`src/rtl/uart_regcore_pkg.sv`:
```
package uart_regcore_pkg;
  // strobes from control to datapath for the transmit side
  typedef struct packed {
    logic       holdWrite;
    logic       loadFromBus;
    logic       loadFromHold;
    logic [7:0] byteIn;
  } txCmd_t;

  // events reported by the datapath back to control
  typedef struct packed {
    logic txBusy;
    logic txFrameEnd;
    logic rxDone;
  } dpEvt_t;
endpackage

```
`src/rtl/uart_regcore_dp.sv`:
```
module uart_regcore_dp
  import uart_regcore_pkg::*;
#(
  parameter int OVS   = 16,
  parameter int DIV_W = 8
) (
  input  logic             clk,
  input  logic             rstN,
  input  txCmd_t           cmd,
  input  logic [DIV_W-1:0] divisor,
  input  logic             rxEnable,
  input  logic             rxIn,
  output dpEvt_t           evt,
  output logic             txOut,
  output logic [7:0]       rxByte
);
  localparam int OVS_W  = $clog2(OVS);
  localparam int HALF   = OVS / 2 - 1;
  localparam int FRAME_BITS = 10;

  // oversample tick
  logic [DIV_W-1:0] divCnt;
  logic tick;
  assign tick = (divCnt >= divisor);
  always_ff @(posedge clk) begin
    if (!rstN || tick) divCnt <= '0;
    else               divCnt <= divCnt + 1'b1;
  end

  // transmit shifter
  logic [7:0]       holdReg;
  logic [FRAME_BITS-1:0] txShift;
  logic [OVS_W-1:0] txTick;
  logic [3:0]       txBit;
  logic             txBusy;
  logic             txEnd;

  assign txEnd = txBusy && tick && (txTick == OVS_W'(OVS - 1)) && (txBit == 4'(FRAME_BITS - 1));

  always_ff @(posedge clk) begin
    if (!rstN) begin
      holdReg <= '0;
      txShift <= '1;
      txTick  <= '0;
      txBit   <= '0;
      txBusy  <= 1'b0;
    end else begin
      if (cmd.holdWrite) holdReg <= cmd.byteIn;
      if (cmd.loadFromBus || cmd.loadFromHold) begin
        txShift <= {1'b1, (cmd.loadFromHold ? holdReg : cmd.byteIn), 1'b0};
        txBusy  <= 1'b1;
        txTick  <= '0;
        txBit   <= '0;
      end else if (txEnd) begin
        txBusy  <= 1'b0;
        txShift <= '1;
      end else if (txBusy && tick) begin
        if (txTick == OVS_W'(OVS - 1)) begin
          txTick  <= '0;
          txBit   <= txBit + 1'b1;
          txShift <= {1'b1, txShift[FRAME_BITS-1:1]};
        end else begin
          txTick <= txTick + 1'b1;
        end
      end
    end
  end
  assign txOut = txShift[0];

  // receive sampler
  typedef enum logic [1:0] {RX_IDLE, RX_START, RX_DATA, RX_STOP} rxState_t;
  rxState_t         rxState;
  logic [1:0]       rxSync;
  logic             rxs;
  logic [OVS_W-1:0] rxTick;
  logic [2:0]       rxBit;
  logic [7:0]       rxShift;
  logic             rxDone;

  assign rxs = rxSync[1];

  always_ff @(posedge clk) begin
    if (!rstN) begin
      rxSync  <= '1;
      rxState <= RX_IDLE;
      rxTick  <= '0;
      rxBit   <= '0;
      rxShift <= '0;
      rxByte  <= '0;
      rxDone  <= 1'b0;
    end else begin
      rxSync <= {rxSync[0], rxIn};
      rxDone <= 1'b0;
      if (!rxEnable) begin
        rxState <= RX_IDLE;
      end else if (tick) begin
        unique case (rxState)
          RX_IDLE: if (!rxs) begin
            rxState <= RX_START;
            rxTick  <= '0;
          end
          RX_START: begin
            if (rxTick == OVS_W'(HALF)) begin
              rxTick  <= '0;
              rxBit   <= '0;
              rxState <= rxs ? RX_IDLE : RX_DATA;
            end else rxTick <= rxTick + 1'b1;
          end
          RX_DATA: begin
            if (rxTick == OVS_W'(OVS - 1)) begin
              rxTick  <= '0;
              rxShift <= {rxs, rxShift[7:1]};
              rxBit   <= rxBit + 1'b1;
              if (rxBit == 3'd7) rxState <= RX_STOP;
            end else rxTick <= rxTick + 1'b1;
          end
          RX_STOP: begin
            if (rxTick == OVS_W'(OVS - 1)) begin
              if (rxs) begin
                rxByte <= rxShift;
                rxDone <= 1'b1;
              end
              rxState <= RX_IDLE;
            end else rxTick <= rxTick + 1'b1;
          end
          default: rxState <= RX_IDLE;
        endcase
      end
    end
  end

  assign evt.txBusy     = txBusy;
  assign evt.txFrameEnd = txEnd;
  assign evt.rxDone     = rxDone;

  a_r2_idle_high: assert property (@(posedge clk) disable iff (!rstN) !txBusy |-> txOut)
    else $error("R2: line low while transmitter idle");
  a_r2_stop_high: assert property (@(posedge clk) disable iff (!rstN) txEnd |-> txOut)
    else $error("R2: frame ended on a low bit");
  a_r10_stop_seen_high: assert property (@(posedge clk) disable iff (!rstN) rxDone |-> $past(rxs))
    else $error("R10: byte accepted with low stop bit");
endmodule

```
`src/rtl/uart_regcore_ctrl.sv`:
```
module uart_regcore_ctrl
  import uart_regcore_pkg::*;
#(
  parameter int DIV_W = 8
) (
  input  logic             clk,
  input  logic             rstN,
  input  logic [1:0]       busAddr,
  input  logic             busWr,
  input  logic             busRd,
  input  logic [7:0]       busWdata,
  input  dpEvt_t           evt,
  input  logic [7:0]       rxByte,
  output txCmd_t           cmd,
  output logic [DIV_W-1:0] divisor,
  output logic             rxEnable,
  output logic [7:0]       busRdata,
  output logic             irq
);
  localparam logic [1:0] A_STAT = 2'd0, A_DATA = 2'd1, A_CTRL = 2'd2, A_DIV = 2'd3;

  logic [7:0] ctlReg;
  logic txEmpty, txDone, rxFull, overrun, statusSeen;
  logic wrData, wrStat, rdData, rdStat, acceptTx, txIdleNow;

  assign wrData   = busWr && (busAddr == A_DATA);
  assign wrStat   = busWr && (busAddr == A_STAT);
  assign rdData   = busRd && (busAddr == A_DATA);
  assign rdStat   = busRd && (busAddr == A_STAT);
  assign acceptTx = wrData && ctlReg[0];
  assign txIdleNow = !evt.txBusy || evt.txFrameEnd;

  always_comb begin
    cmd.byteIn       = busWdata;
    cmd.loadFromHold = evt.txFrameEnd && !txEmpty;
    cmd.loadFromBus  = acceptTx && txIdleNow && txEmpty;
    cmd.holdWrite    = acceptTx && !cmd.loadFromBus;
  end

  always_ff @(posedge clk) begin
    if (!rstN) begin
      ctlReg     <= '0;
      divisor    <= '0;
      txEmpty    <= 1'b1;
      txDone     <= 1'b1;
      rxFull     <= 1'b0;
      overrun    <= 1'b0;
      statusSeen <= 1'b0;
    end else begin
      if (busWr && busAddr == A_CTRL) ctlReg  <= busWdata;
      if (busWr && busAddr == A_DIV)  divisor <= DIV_W'(busWdata);

      if (cmd.holdWrite)         txEmpty <= 1'b0;
      else if (cmd.loadFromHold) txEmpty <= 1'b1;

      if (evt.txFrameEnd && txEmpty)                             txDone <= 1'b1;
      else if ((wrData && statusSeen) || (wrStat && !busWdata[6])) txDone <= 1'b0;

      if (wrData)      statusSeen <= 1'b0;
      else if (rdStat) statusSeen <= 1'b1;

      if (evt.rxDone)                               rxFull <= 1'b1;
      else if (rdData || (wrStat && !busWdata[5]))  rxFull <= 1'b0;

      if (evt.rxDone && rxFull && !rdData) overrun <= 1'b1;
      else if (wrStat && !busWdata[3])     overrun <= 1'b0;
    end
  end

  assign rxEnable = ctlReg[1];
  assign irq = (txEmpty & ctlReg[7]) | (txDone & ctlReg[6]) | (rxFull & ctlReg[5]);

  always_comb begin
    unique case (busAddr)
      A_STAT:  busRdata = {txEmpty, txDone, rxFull, 1'b0, overrun, 3'b000};
      A_DATA:  busRdata = rxByte;
      A_CTRL:  busRdata = ctlReg;
      default: busRdata = 8'(divisor);
    endcase
  end

  a_r4_hold_needs_busy: assert property (@(posedge clk) disable iff (!rstN) !txEmpty |-> evt.txBusy)
    else $error("R4: byte held while transmitter idle");
  a_r5_done_after_stop: assert property (@(posedge clk) disable iff (!rstN) $rose(txDone) |-> $past(evt.txFrameEnd))
    else $error("R5: complete flag set without frame end");
  a_r7_rx_sets_full: assert property (@(posedge clk) disable iff (!rstN) evt.rxDone |=> rxFull)
    else $error("R7: received byte did not set flag");
  a_r9_overrun_cause: assert property (@(posedge clk) disable iff (!rstN) $rose(overrun) |-> $past(rxFull))
    else $error("R9: overrun without waiting byte");
endmodule

```
`src/rtl/uart_regcore.sv`:
```
module uart_regcore
  import uart_regcore_pkg::*;
#(
  parameter int OVS   = 16,
  parameter int DIV_W = 8
) (
  input  logic       clk,
  input  logic       rstN,
  input  logic [1:0] busAddr,
  input  logic       busWr,
  input  logic       busRd,
  input  logic [7:0] busWdata,
  output logic [7:0] busRdata,
  input  logic       rxIn,
  output logic       txOut,
  output logic       irq
);
  txCmd_t           txCmd;
  dpEvt_t           dpEvt;
  logic [DIV_W-1:0] divisor;
  logic             rxEnable;
  logic [7:0]       rxByte;

  uart_regcore_ctrl #(.DIV_W(DIV_W)) u_ctrl (
    .clk(clk), .rstN(rstN), .busAddr(busAddr), .busWr(busWr), .busRd(busRd),
    .busWdata(busWdata), .evt(dpEvt), .rxByte(rxByte), .cmd(txCmd),
    .divisor(divisor), .rxEnable(rxEnable), .busRdata(busRdata), .irq(irq)
  );

  uart_regcore_dp #(.OVS(OVS), .DIV_W(DIV_W)) u_dp (
    .clk(clk), .rstN(rstN), .cmd(txCmd), .divisor(divisor), .rxEnable(rxEnable),
    .rxIn(rxIn), .evt(dpEvt), .txOut(txOut), .rxByte(rxByte)
  );
endmodule

```
`config.mk`:
```
export PLATFORM = sky130hd
export DESIGN_NAME = uart_regcore
export DESIGN_NICKNAME = d
export VERILOG_FILES = /design/src/rtl/uart_regcore_pkg.sv /design/src/rtl/uart_regcore_dp.sv /design/src/rtl/uart_regcore_ctrl.sv /design/src/rtl/uart_regcore.sv
export SDC_FILE = /design/constraint.sdc
export NUM_CORES = 1
export LEC_CHECK = 0
export CORE_MARGIN = 1
export CORE_UTILIZATION = 50
export CTS_CLUSTER_DIAMETER = 200
export CTS_CLUSTER_SIZE = 12
export DETAILED_ROUTE_END_ITERATION = 6
export PLACE_DENSITY = 0.73
export RECOVER_POWER = 25
export SYNTH_ARGS = -nofsm -noshare
export SYNTH_HDL_FRONTEND = slang
export SYNTH_SLANG_ARGS = --single-unit
```
`constraint.sdc`:
```
create_clock -name clk -period 5.5 [get_ports clk]
set_input_delay 0.825 -clock clk [delete_from_list [all_inputs] [get_ports clk]]
set_output_delay 0.825 -clock clk [all_outputs]
set_load 0.05 [all_outputs]
```
==> flow_summary.toml, run 1 <==
[synthesis]
yosysWarnings = 0
muxShareOfSynthArea_pct = 14.0
ys_async_sr_fraction_pct = 0
synth_top_cell_by_area = "dfxtp_1"
syn-instance-count = 435
synth_simple_gate_area_share_pct = 20.3
synth_edf_count = 0
synth.net_count = 465
synth_top_family_by_area = "simple AND/OR/NAND/NOR gates"
synth_compound_area_share_pct = 13.7
synth_flop_cell = "dfxtp_1"
syn-mean-instance-area_um2 = 9.30
netlist.area_leader.share_pct = 41.1
yosys.cell_types.count = 62
synthAdderAreaFrac_pct = 4.64
synth-xor-area-share_pct = 1.52
yosysSeqAreaShare_pct = 41.1
ys_seq_elements = 83
synth_area_um2 = 4050
synth.top_cells.by_area = "dfxtp_1, mux2i_1, nor2_1"

[global_route]
antenna_found_initial = 0
track_usage_pct = 21.2
grt_pass1_vias = 2972
grt_pass1_wl_um = 14200
grt_max_degree = 41
gr-total-overflow = 0

[finish]
most-common-layout-cells = "dfxtp_1, nor2_1, mux2i_1"
drive_gt1_share_pct = 9.71
area_growth_pct = 12.0
final_common_cell = "dfxtp_1"
fillers = 683
finalInstanceArea_um2 = 4530
antenna_cells = 0
fin_util_pct = 58.3
nets = 478

[worst_setup_path]
crit_type = "primary input to output port"
cp_max_fo = 17
required_ns = 4.68
endpoint_kind = "output port"
arrival_ns = 3.03
crit_path_start_kind = "primary input"

[detailed_routing]
routed_wl_um = 8400
drt-initial-drc-count = 137
avgRoutedWirePerCell_um = 15.1
postRouteAntennaNets = 0
via_per_inst = 5.74
vias = 3187
drtPass1Iterations = 6
drc = 0

[clocking]
cts-htree-levels = 3
cts_made_buffers = 9
cts-root-buf = "clkbuf_8"
clkSinkCount = 83
ctsHoldBuffers = 0
cts_max_path_buffers = 2
clk_pin_slew_worst_paths_ns = 0.09
clkLatencyLatePin_ns = 0.35
cts_tree = "done"
post_cts_buffers = 0
ctsResizeCount = 0

[timing]
finalCriticalPeriod_ns = 3.86
post-route-period-util_pct = 70.1
clock.fmax_ghz = 0.259
setup_tns_ns = 0
final-max-slew-violation-count = 41
slew-limit-headroom_pct = -13.5
setup-violations-final = 0
finClkSkew_ns = 0.00878
max_slew.worst_pin.slew_ns = 1.70
setup_ws_ns = 1.64
rsz0062_at_grt = "no"
finalHoldViolCount = 0

[outcome]
status = "finished, violations left"
violations = "max-capacitance violations, max-slew violations"

[floorplan]
fp-row-count = 32
die_h_um = 91.9
core_area_um2 = 7770
dieArea_um2 = 8450
ioPinCount = 25
fp.dieW_um = 91.9
start_util_pct = 52.1

[place]
dpl.hpwl_um = 5940
gp_congestion = 0.836
place_ws_ns = 1.63
place_area_um2 = 4310
port_buffers = 24

[power]
p_per_area_nw_per_um2 = 270
leakagePower_nw = 1.90
ir_drop_v = 0.000164

[worst_hold_path]
min_path_type = "flip-flop to flip-flop"

[job]
cap_violations = 1
## where the power goes
group	switching [mW]	internal [mW]	total, mW	leakage (nW)
sequential	0.00916	0.608	0.617	0.671
clock	0.241	0.265	0.505	0.117
combinational	0.0626	0.0398	0.102	1.12
## worst paths after layout
kind | start | end | slack, ns | cells past startpoint
hold / removal | u_dp.rxSync[0]$_SDFF_PN1_ | u_dp.rxSync[1]$_SDFF_PN1_ | 0.41 | 1
setup / recovery | busAddr[0] | busRdata[6] | 1.64 | 3
hold reg to reg | u_dp.rxSync[0]$_SDFF_PN1_ | u_dp.rxSync[1]$_SDFF_PN1_ | 0.41 | 1
setup reg to reg | u_ctrl.divisor[5]$_SDFFE_PN0P_ | u_dp.rxBit[0]$_SDFFE_PN0P_ | 2.70 | 8
## cells in the mapped netlist, drive strengths merged (3+ instances only)
master	number
nand3b	3
a21oi	16
nand2b	4
mux4	4
clkbuf	14
and3	9
xor2	6
nor2	68
a31oi	5
nand4	10
o31ai	4
ha	15
nor2b	3
a22o	4
nand2	23
o21ai	24
nand3	24
or3	5
inv	16
a22oi	9
dfxtp	83
mux2	5
mux2i	42
buf	11
## metrics by stage
stage | std cells | total power, mW | hold WS [ns]
final | 555 | 1.23 | 0.411
after global routing | 555 | 1.27 | 0.450
after CTS | 555 | 1.24 | 0.417
after detailed placement | 539 | 0.733 | 0.395
after global placement | 539 | 0.730 | 0.390
after floorplan | 435 | 0.702 | 0.386
## metal layers
layer / part of all wire (%) / up-vias / track usage [%]
li1: - / 1573 / -
met1: 45 / 1519 / 26.0
met2: 48 / 75 / 35.5
met3: 4.2 / 20 / 5.72
met4: 2.5 / 0 / 7.81
met5: 0 / - / 0
## worst max-delay path: stages
cell and delay (ns):
clkdlybuf4s50_1 0.90, mux4_2 0.59, clkdlybuf4s50_1 0.72
## flip-flops by register name, summed over array words and instances (netlist names), 2 cells and up, named ones only
signal / flops
u_ctrl.ctlReg: 8
u_ctrl.divisor: 8
u_dp.divCnt: 8
u_dp.holdReg: 8
u_dp.rxBit: 3
u_dp.rxByte: 8
u_dp.rxShift: 8
u_dp.rxSync: 2
u_dp.rxTick: 4
u_dp.txBit: 4
u_dp.txShift: 9
u_dp.txTick: 4
## cells by family (layout without fill, tap and decap cells)
kind of cell | Yosys count | count (layout)
and+or+nand+nor | 160 | 160
DFF | 83 | 83
AOI/OAI and AO/OA | 77 | 77
muxes | 51 | 51
buffers and inverters | 42 | 60
adders and majority gates | 15 | 15
xor gates and xnor gates | 7 | 7
## layout make-up
type / instances / area (um^2) / share of cell area [%]
sequential: 83 / 1660 / 36.7
timing repair buffer: 27 / 255 / 5.64
clock buffer: 9 / 124 / 2.73
inverter: 17 / 63.8 / 1.41
clock inverter: 7 / 106 / 2.35
multi-input combinational: 310 / 2190 / 48.4
tap: 102 / 128 / 2.82
Note: power is estimated with default switching activity, not from simulation.
==> run 2: changes to the inputs <==
Settings changed: PLACE_DENSITY 0.73 to 0.76.
Clock period 5.5 ns to 3.2 ns, I/O delays scaled along.
==> run 2 against run 1 <==
The run now ends clean. First-iteration DRC count rose by 53%. Die area did not move. Global-route usage rose by 0.62 points. Clock power rose by 39%. Worst hold slack improved by 0.0096 ns. Clock skew rose by 0.0052 ns. Core utilization fell by 0.64 points. Sequential share of layout area rose by 0.41 points. Register-to-register slack got worse by 2.2 ns.
==> flow_summary.toml, run 2 (synthesis results as in run 1) <==
[detailed_routing]
drt-initial-drc-count = 209
vias = 3199
drc = 0
postRouteAntennaNets = 0
drtPass1Iterations = 4
via_per_inst = 5.74
routed_wl_um = 8480
avgRoutedWirePerCell_um = 15.2

[floorplan]
start_util_pct = 52.1
dieArea_um2 = 8450
fp.dieW_um = 91.9
ioPinCount = 25
core_area_um2 = 7770
die_h_um = 91.9
fp-row-count = 32

[clocking]
cts_tree = "done"
cts-root-buf = "clkbuf_8"
post_cts_buffers = 0
ctsResizeCount = 0
clkLatencyLatePin_ns = 0.36
cts_made_buffers = 9
cts-htree-levels = 3
ctsHoldBuffers = 0
cts_max_path_buffers = 2
clk_pin_slew_worst_paths_ns = 0.08
clkSinkCount = 83

[timing]
max_slew.worst_pin.slew_ns = 1.30
finalHoldViolCount = 0
rsz0062_at_grt = "no"
slew-limit-headroom_pct = 13.1
setup_tns_ns = 0
post-route-period-util_pct = 87.9
whs_ns = 0.421
final-max-slew-violation-count = 0
setup_ws_ns = 0.388
finalCriticalPeriod_ns = 2.81
setup-violations-final = 0
clock.fmax_ghz = 0.356
finClkSkew_ns = 0.0140

[global_route]
gr-total-overflow = 0
grt_pass1_vias = 3023
antenna_found_initial = 0
grt_pass1_wl_um = 14500
track_usage_pct = 21.8
grt_max_degree = 43

[worst_setup_path]
required_ns = 3.42
crit_path_start_kind = "primary input"
crit_type = "primary input to flip-flop"
cp_max_fo = 42
endpoint_kind = "flip-flop"
arrival_ns = 3.03

[worst_hold_path]
min_path_type = "flip-flop to flip-flop"

[power]
leakagePower_nw = 1.91
p_per_area_nw_per_um2 = 433
p_sw_share_pct = 27.4
clkPwrFrac_pct = 36.3
intPower_mw = 1.41
p_comb_share_pct = 9.1
ir_drop_v = 0.000276
switching_power_mw = 0.530
p_total_mw = 1.94
seqPwrFrac_pct = 54.6

[finish]
fillers = 693
nets = 480
largest_reg_flops = 9
regArea_um2 = 1660
area_growth_pct = 10.7
multiInputGateArea_um2 = 2190
drive_gt1_share_pct = 12.1
finalInstanceArea_um2 = 4480
final_common_cell = "dfxtp_1"
most-common-layout-cells = "dfxtp_1, nor2_1, mux2i_1"
largest-register = "u_dp.txShift"
antenna_cells = 0

[place]
place_ws_ns = 0.544
place_area_um2 = 4300
gp_congestion = 0.815
port_buffers = 24
dpl.hpwl_um = 6060

[outcome]
status = "finished, final reports clean"

[job]
cap_violations = 0
-- run 2: cell count changes in the layout (fill, tap and decap cells not counted), sizes merged --
cell	delta
buf	+11
clkdlybuf4s50	-8
bufinv	-2
clkinv	+2
clkbuf	-1
-- run 2: worst max-delay path, cell delays in order --
cell and delay [ns]:
dlygate4sd3_1 0.52, clkbuf_1 0.95, clkinv_1 0.24, buf_4 0.34, nor2_2 0.35, a22oi_1 0.14
-- run 2: cell type report --
type                    instances  share of cell area [%]
multi-input cells             310                    48.9
flip-flops and latches         83                    37.1
repair buffers                 29                    5.67
well taps                     102                    2.85
clock buffers                   9                    2.77
inverters                      17                    1.42
clock inverters                 7                    1.28
-- run 2: power by group through the flow --
stage	combinational (mW)	sequential (mW)	clock, mW
floorplan	0.129	1.08	0
global placement	0.174	1.08	0
detailed placement	0.178	1.08	0
CTS	0.178	1.06	0.723
global route	0.191	1.06	0.771
finish	0.177	1.06	0.703
-- run 2: final timing paths --
check / cells after the start / end / from / slack [ns]
setup / recovery: 6 / u_dp.txShift[8]$_SDFFE_PN1P_ / rstN / 0.39
hold / removal: 1 / u_dp.rxSync[1]$_SDFF_PN1_ / u_dp.rxSync[0]$_SDFF_PN1_ / 0.42
setup reg to reg: 8 / u_dp.txBit[2]$_SDFFE_PP0P_ / u_ctrl.divisor[6]$_SDFFE_PN0P_ / 0.53
hold reg to reg: 1 / u_dp.rxSync[1]$_SDFF_PN1_ / u_dp.rxSync[0]$_SDFF_PN1_ / 0.42
-- run 2: through the flow --
| stage | instances | utilization (%) |
|---|---|---|
| floorplan | 435 | - |
| global placement | 541 | 55.4 |
| detailed placement | 541 | 55.4 |
| CTS | 557 | 57.7 |
| global route | 557 | 57.7 |
| finish | 557 | 57.7 |
-- run 2: layer usage --
metal | track usage [%] | share of wire, %
met1 | 28.5 | 48
met4 | 8.33 | 1.6
met5 | 0 | 0
met2 | 35.0 | 47
met3 | 4.89 | 3.5
